### config.mk
export PLATFORM = sky130hd
export DESIGN_NAME = instr_seq
export DESIGN_NICKNAME = d
export VERILOG_FILES = /design/src/rtl/instr_seq_pkg.sv /design/src/rtl/instr_seq_opdec.sv /design/src/rtl/instr_seq_stepper.sv /design/src/rtl/instr_seq_ctlgen.sv /design/src/rtl/instr_seq.sv
export SDC_FILE = /design/constraint.sdc
export NUM_CORES = 1
export LEC_CHECK = 0
export ABC_AREA = 1
export BUFFER_PORTS_ARGS = -buffer_cell sky130_fd_sc_hd__buf_2
export CAP_MARGIN = 20
export CORE_ASPECT_RATIO = 1.1
export CORE_MARGIN = 5
export CORE_UTILIZATION = 28
export DETAILED_ROUTE_END_ITERATION = 8
export SYNTH_ARGS = -nofsm -noshare
export SYNTH_HDL_FRONTEND = slang
export SYNTH_SLANG_ARGS = --single-unit
### constraint.sdc
create_clock -name clk -period 2.8 [get_ports clk]
set_input_delay 0.56 -clock clk [delete_from_list [all_inputs] [get_ports clk]]
set_output_delay 0.56 -clock clk [all_outputs]
set_load 0.02 [all_outputs]
### src/rtl/instr_seq_pkg.sv
// Package: shared control-word type and field encodings for the sequencer.
// Assumes the datapath decodes the select codes exactly as listed here.
package instr_seq_pkg;

    localparam logic [1:0] MAR_SEL_IR  = 2'b00;
    localparam logic [1:0] MAR_SEL_PC  = 2'b01;
    localparam logic [1:0] MBR_SEL_MEM = 2'b10;
    localparam logic [2:0] ALU_ADD     = 3'b101;
    localparam logic [1:0] SHF_PASS    = 2'b00;
    localparam logic [1:0] ACC_SEL_SHF = 2'b00;

    typedef struct packed {
        logic [1:0] mar_sel;
        logic       mar_ld;
        logic       mem_en;
        logic       mem_we;
        logic [1:0] mbr_sel;
        logic       mbr_ld;
        logic       pc_inc;
        logic       ir_ld;
        logic       pc_ld;
        logic       tmp_ld;
        logic [2:0] alu_fn;
        logic [1:0] shf;
        logic [1:0] acc_sel;
        logic       acc_ld;
    } ctl_word_t;

endpackage

### src/rtl/instr_seq_opdec.sv
// Opcode match: flags the add opcode in the top bits of the instruction.
// Assumes ir_op is already the opcode field; no other opcodes are decoded.
module instr_seq_opdec #(
    parameter int          OP_W   = 4,
    parameter logic [OP_W-1:0] ADD_OP = 4'b0011
) (
    input  logic [OP_W-1:0] ir_op,
    output logic            is_add
);

    // compare against the add opcode
    always_comb begin
        is_add = (ir_op == ADD_OP);
    end

endmodule

### src/rtl/instr_seq_stepper.sv
// Step counter: advances one step per clock, holds in memory-wait steps
// while memory is not ready, branches on the latched decode, and wraps.
// Assumes step 0 exists only after reset. Synchronous active-low reset.
module instr_seq_stepper #(
    parameter int STEP_W  = 5,
    parameter int COMPACT = 0
) (
    input  logic              clk,
    input  logic              rst_n,
    input  logic              is_add,
    input  logic              mem_rdy,
    output logic [STEP_W-1:0] step_q,
    output logic [STEP_W-1:0] step_nxt,
    output logic              add_nxt
);

    localparam int LAST   = (COMPACT != 0) ? 13 : 17;
    localparam int BRANCH = (COMPACT != 0) ? 6 : 7;
    localparam int DECODE = BRANCH - 1;
    localparam int MEM_A  = (COMPACT != 0) ? 2 : 3;
    localparam int MEM_B  = (COMPACT != 0) ? 8 : 10;

    logic add_q;
    int   cur;
    int   nxt;

    // choose the following step and the decode flag that goes with it
    always_comb begin
        cur     = int'(step_q);
        add_nxt = (cur == DECODE) ? is_add : add_q;
        if (cur == 0)
            nxt = 1;
        else if ((cur == MEM_A || cur == MEM_B) && !mem_rdy)
            nxt = cur;
        else if (cur == BRANCH && !add_q)
            nxt = 1;
        else if (cur == LAST)
            nxt = 1;
        else
            nxt = cur + 1;
        step_nxt = STEP_W'(nxt);
    end

    // step and decode registers
    always_ff @(posedge clk) begin
        if (!rst_n) begin
            step_q <= '0;
            add_q  <= 1'b0;
        end else begin
            step_q <= step_nxt;
            add_q  <= add_nxt;
        end
    end

    AST_WAIT_HOLDS_STEP: assert property (@(posedge clk) disable iff (!rst_n)
        ((int'(step_q) == MEM_A || int'(step_q) == MEM_B) && !mem_rdy) |=> $stable(step_q));
    AST_NON_ADD_TO_FETCH: assert property (@(posedge clk) disable iff (!rst_n)
        (int'(step_q) == BRANCH && !add_q) |=> (int'(step_q) == 1));
    AST_WRAP_AFTER_LAST: assert property (@(posedge clk) disable iff (!rst_n)
        (int'(step_q) == LAST) |=> (int'(step_q) == 1));
    AST_STEP_IN_RANGE: assert property (@(posedge clk) disable iff (!rst_n)
        1'b1 |=> (int'(step_q) >= 1 && int'(step_q) <= LAST));

endmodule

### src/rtl/instr_seq_ctlgen.sv
// Control-word generator: maps a step number and the add decode to the
// full set of control points. The variant is picked by COMPACT.
// Assumes fields not named in a step are zero.
module instr_seq_ctlgen
    import instr_seq_pkg::*;
#(
    parameter int STEP_W  = 5,
    parameter int COMPACT = 0
) (
    input  logic [STEP_W-1:0] step,
    input  logic              is_add,
    output ctl_word_t         word
);

    int s;

    generate
        if (COMPACT != 0) begin : g_compact
            // merged 13-step sequence
            always_comb begin
                s    = int'(step);
                word = '0;
                word.mar_sel = (s <= 5 || s == 13 || (s == 6 && !is_add)) ? MAR_SEL_PC : MAR_SEL_IR;
                word.mar_ld  = (s == 1 || s == 7);
                word.mem_en  = (s == 2 || s == 3 || s == 8 || s == 9);
                word.mbr_sel = word.mem_en ? MBR_SEL_MEM : 2'b00;
                word.mbr_ld  = (s == 3 || s == 9);
                word.pc_inc  = (s == 4 || s == 5);
                word.ir_ld   = (s == 4);
                word.pc_ld   = (s == 5);
                word.tmp_ld  = (s == 10);
                word.alu_fn  = (s == 11 || s == 12) ? ALU_ADD : 3'b000;
                word.shf     = SHF_PASS;
                word.acc_sel = ACC_SEL_SHF;
                word.acc_ld  = (s == 12);
            end
        end else begin : g_full
            // one control change per step, 17 steps
            always_comb begin
                s    = int'(step);
                word = '0;
                word.mar_sel = (s <= 7) ? MAR_SEL_PC : MAR_SEL_IR;
                word.mar_ld  = (s == 2 || s == 9);
                word.mem_en  = (s == 3 || s == 4 || s == 10 || s == 11);
                word.mbr_sel = word.mem_en ? MBR_SEL_MEM : 2'b00;
                word.mbr_ld  = (s == 4 || s == 11);
                word.pc_inc  = (s == 5 || s == 6);
                word.ir_ld   = (s == 5);
                word.pc_ld   = (s == 6);
                word.tmp_ld  = (s == 13);
                word.alu_fn  = (s >= 14 && s <= 16) ? ALU_ADD : 3'b000;
                word.shf     = SHF_PASS;
                word.acc_sel = ACC_SEL_SHF;
                word.acc_ld  = (s == 16);
            end
        end
    endgenerate

endmodule

### src/rtl/instr_seq.sv
// Instruction-cycle sequencer top: registers the control word of the next
// step so every control point changes on the clock edge with the step number.
// Assumes ir_op is valid by the decode step. Synchronous active-low reset.
module instr_seq
    import instr_seq_pkg::*;
#(
    parameter int          STEP_W  = 5,
    parameter int          OP_W    = 4,
    parameter logic [OP_W-1:0] ADD_OP  = 4'b0011,
    parameter int          COMPACT = 0
) (
    input  logic              clk,
    input  logic              rst_n,
    input  logic [OP_W-1:0]   ir_op,
    input  logic              mem_ready,
    output logic [1:0]        mar_sel,
    output logic              mar_load,
    output logic              mem_en,
    output logic              mem_we,
    output logic [1:0]        mbr_sel,
    output logic              mbr_load,
    output logic              pc_inc,
    output logic              ir_load,
    output logic              pc_load,
    output logic              tmp_load,
    output logic [2:0]        alu_fn,
    output logic [1:0]        shift_op,
    output logic [1:0]        acc_sel,
    output logic              acc_load,
    output logic [STEP_W-1:0] step
);

    localparam ctl_word_t RST_WORD = '{
        mar_sel: ((COMPACT != 0) ? MAR_SEL_PC : MAR_SEL_IR),
        default: '0
    };

    logic              is_add;
    logic [STEP_W-1:0] step_q;
    logic [STEP_W-1:0] step_nxt;
    logic              add_nxt;
    ctl_word_t         word_nxt;
    ctl_word_t         ctl_q;

    instr_seq_opdec #(.OP_W(OP_W), .ADD_OP(ADD_OP)) u_opdec (
        .ir_op  (ir_op),
        .is_add (is_add)
    );

    instr_seq_stepper #(.STEP_W(STEP_W), .COMPACT(COMPACT)) u_stepper (
        .clk      (clk),
        .rst_n    (rst_n),
        .is_add   (is_add),
        .mem_rdy  (mem_ready),
        .step_q   (step_q),
        .step_nxt (step_nxt),
        .add_nxt  (add_nxt)
    );

    instr_seq_ctlgen #(.STEP_W(STEP_W), .COMPACT(COMPACT)) u_ctlgen (
        .step   (step_nxt),
        .is_add (add_nxt),
        .word   (word_nxt)
    );

    // control-word register, loaded with the word of the step being entered
    always_ff @(posedge clk) begin
        if (!rst_n) ctl_q <= RST_WORD;
        else        ctl_q <= word_nxt;
    end

    // fan the register out to the control points
    always_comb begin
        mar_sel  = ctl_q.mar_sel;
        mar_load = ctl_q.mar_ld;
        mem_en   = ctl_q.mem_en;
        mem_we   = ctl_q.mem_we;
        mbr_sel  = ctl_q.mbr_sel;
        mbr_load = ctl_q.mbr_ld;
        pc_inc   = ctl_q.pc_inc;
        ir_load  = ctl_q.ir_ld;
        pc_load  = ctl_q.pc_ld;
        tmp_load = ctl_q.tmp_ld;
        alu_fn   = ctl_q.alu_fn;
        shift_op = ctl_q.shf;
        acc_sel  = ctl_q.acc_sel;
        acc_load = ctl_q.acc_ld;
        step     = step_q;
    end

    AST_WAIT_FREEZES_WORD: assert property (@(posedge clk) disable iff (!rst_n)
        (ctl_q.mem_en && !ctl_q.mbr_ld && !mem_ready) |=> $stable(ctl_q));
    AST_ONE_LOAD_AT_A_TIME: assert property (@(posedge clk) disable iff (!rst_n)
        $onehot0({ctl_q.mar_ld, ctl_q.mbr_ld, ctl_q.ir_ld, ctl_q.pc_ld, ctl_q.tmp_ld, ctl_q.acc_ld}));
    AST_MAR_STROBE_DROPS: assert property (@(posedge clk) disable iff (!rst_n)
        ctl_q.mar_ld |=> !ctl_q.mar_ld);
    AST_MBR_STROBE_DROPS: assert property (@(posedge clk) disable iff (!rst_n)
        ctl_q.mbr_ld |=> !ctl_q.mbr_ld);
    AST_ACC_STROBE_DROPS: assert property (@(posedge clk) disable iff (!rst_n)
        ctl_q.acc_ld |=> !ctl_q.acc_ld);
    AST_PC_LOAD_WITH_INC: assert property (@(posedge clk) disable iff (!rst_n)
        ctl_q.pc_ld |-> ctl_q.pc_inc);
    AST_MEM_READS_ONLY: assert property (@(posedge clk) disable iff (!rst_n)
        ctl_q.mem_en |-> (!ctl_q.mem_we && ctl_q.mbr_sel == MBR_SEL_MEM));
    AST_ACC_LOAD_ADDS: assert property (@(posedge clk) disable iff (!rst_n)
        ctl_q.acc_ld |-> (ctl_q.alu_fn == ALU_ADD && $past(ctl_q.alu_fn) == ALU_ADD));

endmodule

## After elaboration in Yosys (flattened, before gate mapping)

Cells that the tools add are included.
W data, S select, Z words.

- Bits in registers: 26
- Bits of input ports: 7
- Output and inout bits: 25
- Word-level logic and storage cells: 56

- Add/subtract/negate cells: 1
- Magnitude comparators: 3
- Eq/ne operators: 16
- Mux-type cells: 7
- Reductions and logical operators: 13

Operators by type and width:

| cell | count |
|---|---|
| $eq A5 B5 Y1 const B | 7 |
| $eq A5 B4 Y1 const B | 5 |
| $mux W5 | 4 |
| $eq A5 B3 Y1 const B | 3 |
| $logic_or A1 B1 Y1 | 7 |
| $add A5 B1 Y5 const B | 1 |
| $ge A5 B4 Y1 const B | 1 |
| $le A5 B3 Y1 const B | 1 |
| $le A5 B5 Y1 const B | 1 |
| $logic_not A5 Y1 | 1 |
| $eq A4 B2 Y1 const B | 1 |
| $logic_and A1 B1 Y1 | 3 |
| $mux W3 | 1 |
| $logic_not A1 Y1 | 2 |
| $mux W2 | 1 |
| $mux W1 | 1 |

## Logic depth before layout (Yosys ltp)

- Depth after elaboration: 10
- Mapped depth: 12
- Gate-level depth less buffers: 12

## By module

From an unflattened synthesis, not the netlist that was laid out.

- Cell total of the unflattened synthesis: 180
- Area total of the unflattened synthesis: 1,282.5 µm²

Modules (own cells, without submodules):

| module | instances | cells each | area each (µm²) | sequential area each (µm²) |
|---|---|---|---|---|
| instr_seq | 1 | 62 | 573.0 | 400.4 |
| instr_seq_stepper | 1 | 65 | 444.2 | 120.1 |
| instr_seq_ctlgen | 1 | 48 | 244.0 | 0.0 |
| instr_seq_opdec | 1 | 5 | 21.3 | 0.0 |

## Worst setup path after synthesis

Ideal clock, no wire load.

- Kind: flip-flop to flip-flop
- From: register u_stepper.step_q[0]
- To: register ctl_q, in the netlist mem_en
- Setup time: 0.121 ns
- Arrival time: 1.651 ns
- Data required time: 2.679 ns
- Setup slack: 1.028 ns
- Stages on the path, launching flop included: 13
- Path buffers: 0
- Clock period less this slack: 1.772 ns
- Cell sequence: dfxtp_1 -> inv_1 -> ha_1 -> nand2_1 -> nand2_2 -> nand2_4 -> nand3_2 -> nand2_4 -> nand2_4 -> nand3_1 -> nand2_1 -> nor2_1 -> nor2_1

- Word-level cells in the longest chain between the ends: 9
- Elaborated cells on any way between the ends: 20
- Those cells by class: add/sub (1); eq/ne (8); mux (4); reduce/logical (7)

RTL lines:

| element | RTL line | text |
|---|---|---|
| start, declared | instr_seq_stepper.sv:12 | `output logic [STEP_W-1:0] step_q,` |
| start signal, assigned | instr_seq_stepper.sv:50 | `step_q <= step_nxt;` |
| $add A5 B1 Y5, or another cell as far along | instr_seq_stepper.sv:40 | `nxt = cur + 1;` |
| $mux W5, or another cell as far along | instr_seq_stepper.sv:37 | `else if (cur == LAST)` |
| $mux W5 / $logic_and A1 B1 Y1 (equally long branches) | instr_seq_stepper.sv:35, instr_seq_stepper.sv:33 |  |
| $mux W5 | instr_seq_stepper.sv:33 | `else if ((cur == MEM_A \|\| cur == MEM_B) && !mem_rdy)` |
| $mux W5 (*) | instr_seq_stepper.sv:31 | `if (cur == 0)` |
| $eq A5 B3 Y1 / $eq A5 B4 Y1 (equally long branches) | instr_seq_ctlgen.sv:44 | `word.mem_en = (s == 3 \|\| s == 4 \|\| s == 10 \|\| s == 11);` |
| $logic_or A1 B1 Y1 (2 in a row) | instr_seq_ctlgen.sv:44 |  |
| $logic_or A1 B1 Y1 (*) | instr_seq_ctlgen.sv:44 |  |
| end signal, assigned | instr_seq.sv:69 | `else ctl_q <= word_nxt;` |
| end, declared | instr_seq.sv:43 | `ctl_word_t ctl_q;` |

Mark *: on every way between the ends. The rest lies on a longest branch, timed or not.
A chain may end at the register's enable or synchronous reset.

## Worst setup path in the final report

Ends and elaborated chain as after synthesis.

==> results by group <==
Global routing
  – Number of antenna violations at the first check in global routing: 0
  – Number of global-route vias before repair: 751
  – Largest net degree at the start of global routing: 10
  – Total gr overflow: 0
  – GRT Util Overall: 8.38%
  – First-pass GRT wire length: 3.15 mm

CTS
  – Hold Buf Count CTS: 0
  – CTS Sinks: 16
  – Num CTS Buffers: 3
  – Post-CTS setup buffer count: 0
  – CTS tree: built
  – Clock Latency Late Sink: 0.28 ns
  – CTS resizes: 0
  – Clk slew on worst S/H paths: 0.09 ns
  – Clk root buf: clkbuf_4
  – H-Tree Depth: 1
  – CTS Buffer Depth: 2

Critical path
  – Bufs and invs on worst path: 1
  – CP Cell Sequence: inv_1, ha_1, nand2_1, nand2_2, nand2_4, nand3_2, nand2_4, nand2_4, nand3_1, nand2_1, nor2_1, nor2_1
  – Crit path max-delay family: simple AND/OR/NAND/NOR gates
  – CP endpoint kind: flip-flop
  – Crit path DAT: 2.00 ns
  – Worst path slowest cell: dfxtp_1
  – Startpoint types: flip-flop
  – Worst Path Max Fanout: 8
  – Largest stage delay on the critical path: 0.50 ns
  – Most used cell, CP: nand2_4
  – Critical path required time: 2.98 ns
  – Critical Setup Path Class: reg -> reg

STA
  – Crit path time final: 1.82 ns
  – Final setup skew: between 0.0015 and 0.002 ns
  – Fin. Hold Viols: 0
  – Fin Hold WS: approximately 0.56 ns
  – RSZ-0062 raised after global routing: false
  – Max Clk Rate: 550 MHz
  – Crit share post-route: around 65%
  – Max Slew Vio Count: 0
  – Setup TNS: 0 ns
  – Setup Viol. Count Final: 0

Synth
  – Syn_area_per_cell: 7.62 sq um
  – Synth unique cells: 25
  – Synth warn: 0
  – Cells after Synth: 126
  – Synth Register Bits: 16
  – Post-synthesis sequential area ratio: 33.4%
  – Area of the mapped netlist: 960 sq um

Place
  – Port bufs: 23
  – Placed cell area: roughly 1100 sq um
  – Routability cong.: 0.893
  – Hpwl dp: 1.62 mm
  – Placed Cells: 193

Finish
  – Util after Layout: between 30% and 40%
  – Area grow syn2layout: 15.8%
  – Filler cells: around 350
  – Diode count: 0
  – Layout cell share with drive strength beyond 1: approximately two fifths
  – Nets: between 150 and 200
  – Non-filler cells, final: around 200
  – Post-layout instance area: about 1100 sq um

Routing
  – 1st-pass router iterations: 4
  – Post-Route WL: 1.92 mm
  – 1st-iter DRT viols: 29
  – DR vias/cell: 4.08
  – Vias: 803
  – Routed WL per cell: 9.75 um
  – DRC viols: 0
  – ANT nets after route: 0

Floorplanning
  – Die Width: 65.8 um
  – Die Y: 71.4 um
  – Die ar.: about 4700 sq um
  – # rows: 22
  – Initial Utilization: approximately 29%
  – Core area: 3330 sq um
  – I/O Pins: 32

Status
  – Outcome: finished clean

Power and ir drop
  – Leak Pwr: 0.000591 uW
  – Worst VDD drop: ~120 uV
  – PwrDens: 455 nW/um^2

Hold path
  – Hold/Removal Path Class: reg -> reg

Flow run
  – Max-cap viol count: 0
==> metal layers <==
layer | global-route usage [%] | vias up | routed length [um]
met5 | 0 | - | 0
met4 | 3.46 | 0 | 25
met3 | 2.35 | 4 | 164
met2 | 13.8 | 24 | 875
met1 | 10.1 | 347 | 856
li1 | - | 428 | -
==> cell usage after synthesis, drive strengths merged <==
| cell type | instances | area (sq um) |
|---|---|---|
| nand2 | 30 | 143 |
| nor2 | 20 | 95.1 |
| dfxtp | 16 | 320 |
| nand3 | 16 | 115 |
| inv | 15 | 56.3 |
| buf | 11 | 86.3 |
| ha | 4 | 50.1 |
| a21oi | 3 | 30.0 |
| nand4 | 3 | 18.8 |
| a31oi | 2 | 12.5 |
| a21boi | 1 | 7.51 |
| clkinv | 1 | 5.00 |
| conb | 1 | 3.75 |
| nor3 | 1 | 5.00 |
| o21ai | 1 | 5.00 |
| o22ai | 1 | 6.26 |
==> layout by cell type (no fill, tap or decap) <==
cell type,n
nand4_1,3
inv_1,7
nand3_1,9
o22ai_1,1
clkbuf_4,3
a21oi_2,1
inv_2,8
dfxtp_1,16
o21ai_1,1
clkbuf_8,1
nand2_1,24
nor2_2,5
a21oi_1,1
clkinv_2,1
a21boi_1,1
buf_2,23
nand2_4,3
a31oi_1,2
nor3_1,1
nor2_4,1
conb_1,8
ha_1,4
a21oi_4,1
nor2_1,14
nand3_2,7
nand2_2,3
==> worst reg2reg max path, cell delays in order, from the launching register on <==
cell and delay (ns):
dfxtp_1 0.50, inv_1 0.11, ha_1 0.24, nand2_1 0.08
nand2_2 0.09, nand2_4 0.11, nand3_2 0.10, nand2_4 0.10
nand2_4 0.07, nand3_1 0.10, nand2_1 0.06, nor2_1 0.10
nor2_1 0.04
==> final timing paths <==
kind | from | end | slack (ns) | cells after the start
hold / removal | u_stepper.add_q | u_stepper.add_q | 0.56 | 2
setup / recovery | u_stepper.step_q[0] | mem_en | 0.98 | 12
setup reg to reg | u_stepper.step_q[0] | mem_en | 0.98 | 12
hold reg to reg | u_stepper.add_q | u_stepper.add_q | 0.56 | 2
==> area by class of cell <==
class / instances / area, sq um / share of cell area, %
repair buffers: 23 / 115 / 10.4
multi-input cells: 90 / 518 / 46.6
inverters: 16 / 61.3 / 5.52
flip-flops and latches: 16 / 320 / 28.8
well taps: 48 / 60.1 / 5.41
clock buffers: 4 / 36.3 / 3.27
==> power by group <==
part,switching [uW],internal (uW)
Sequential,8.14,234
Clock,72.2,79.2
Combinational,78.1,34.3
==> registers in the layout, indices dropped and copies added, names as in the netlist <==
register / count
u_stepper.step_q: 5
acc_load: 1
alu_fn: 1
ir_load: 1
mar_load: 1
mar_sel: 1
mbr_load: 1
mem_en: 1
pc_inc: 1
pc_load: 1
tmp_load: 1
u_stepper.add_q: 1
==> per-stage QoR <==
step	worst slack, ns	power [uW]
final	0.982	506
after global routing	0.770	535
after CTS	0.958	510
after detailed placement	0.982	360
after global placement	1.03	358
after floorplan	1.03	342
==> cell families (layout without fill, tap and decap cells) <==
| family | after synthesis | in the layout | share of synthesized area (%) |
|---|---|---|---|
| AND/OR/NAND/NOR | 70 | 70 | 39.2 |
| buffers and inverters | 27 | 43 | 15.4 |
| AO/OA/AOI/OAI | 8 | 8 | 6.39 |
| flip-flops | 16 | 16 | 33.4 |
| other | 1 | 8 | 0.391 |
| adder cells (fa/ha/maj) | 4 | 4 | 5.22 |
No activity file was read; power rests on OpenSTA's default activity.
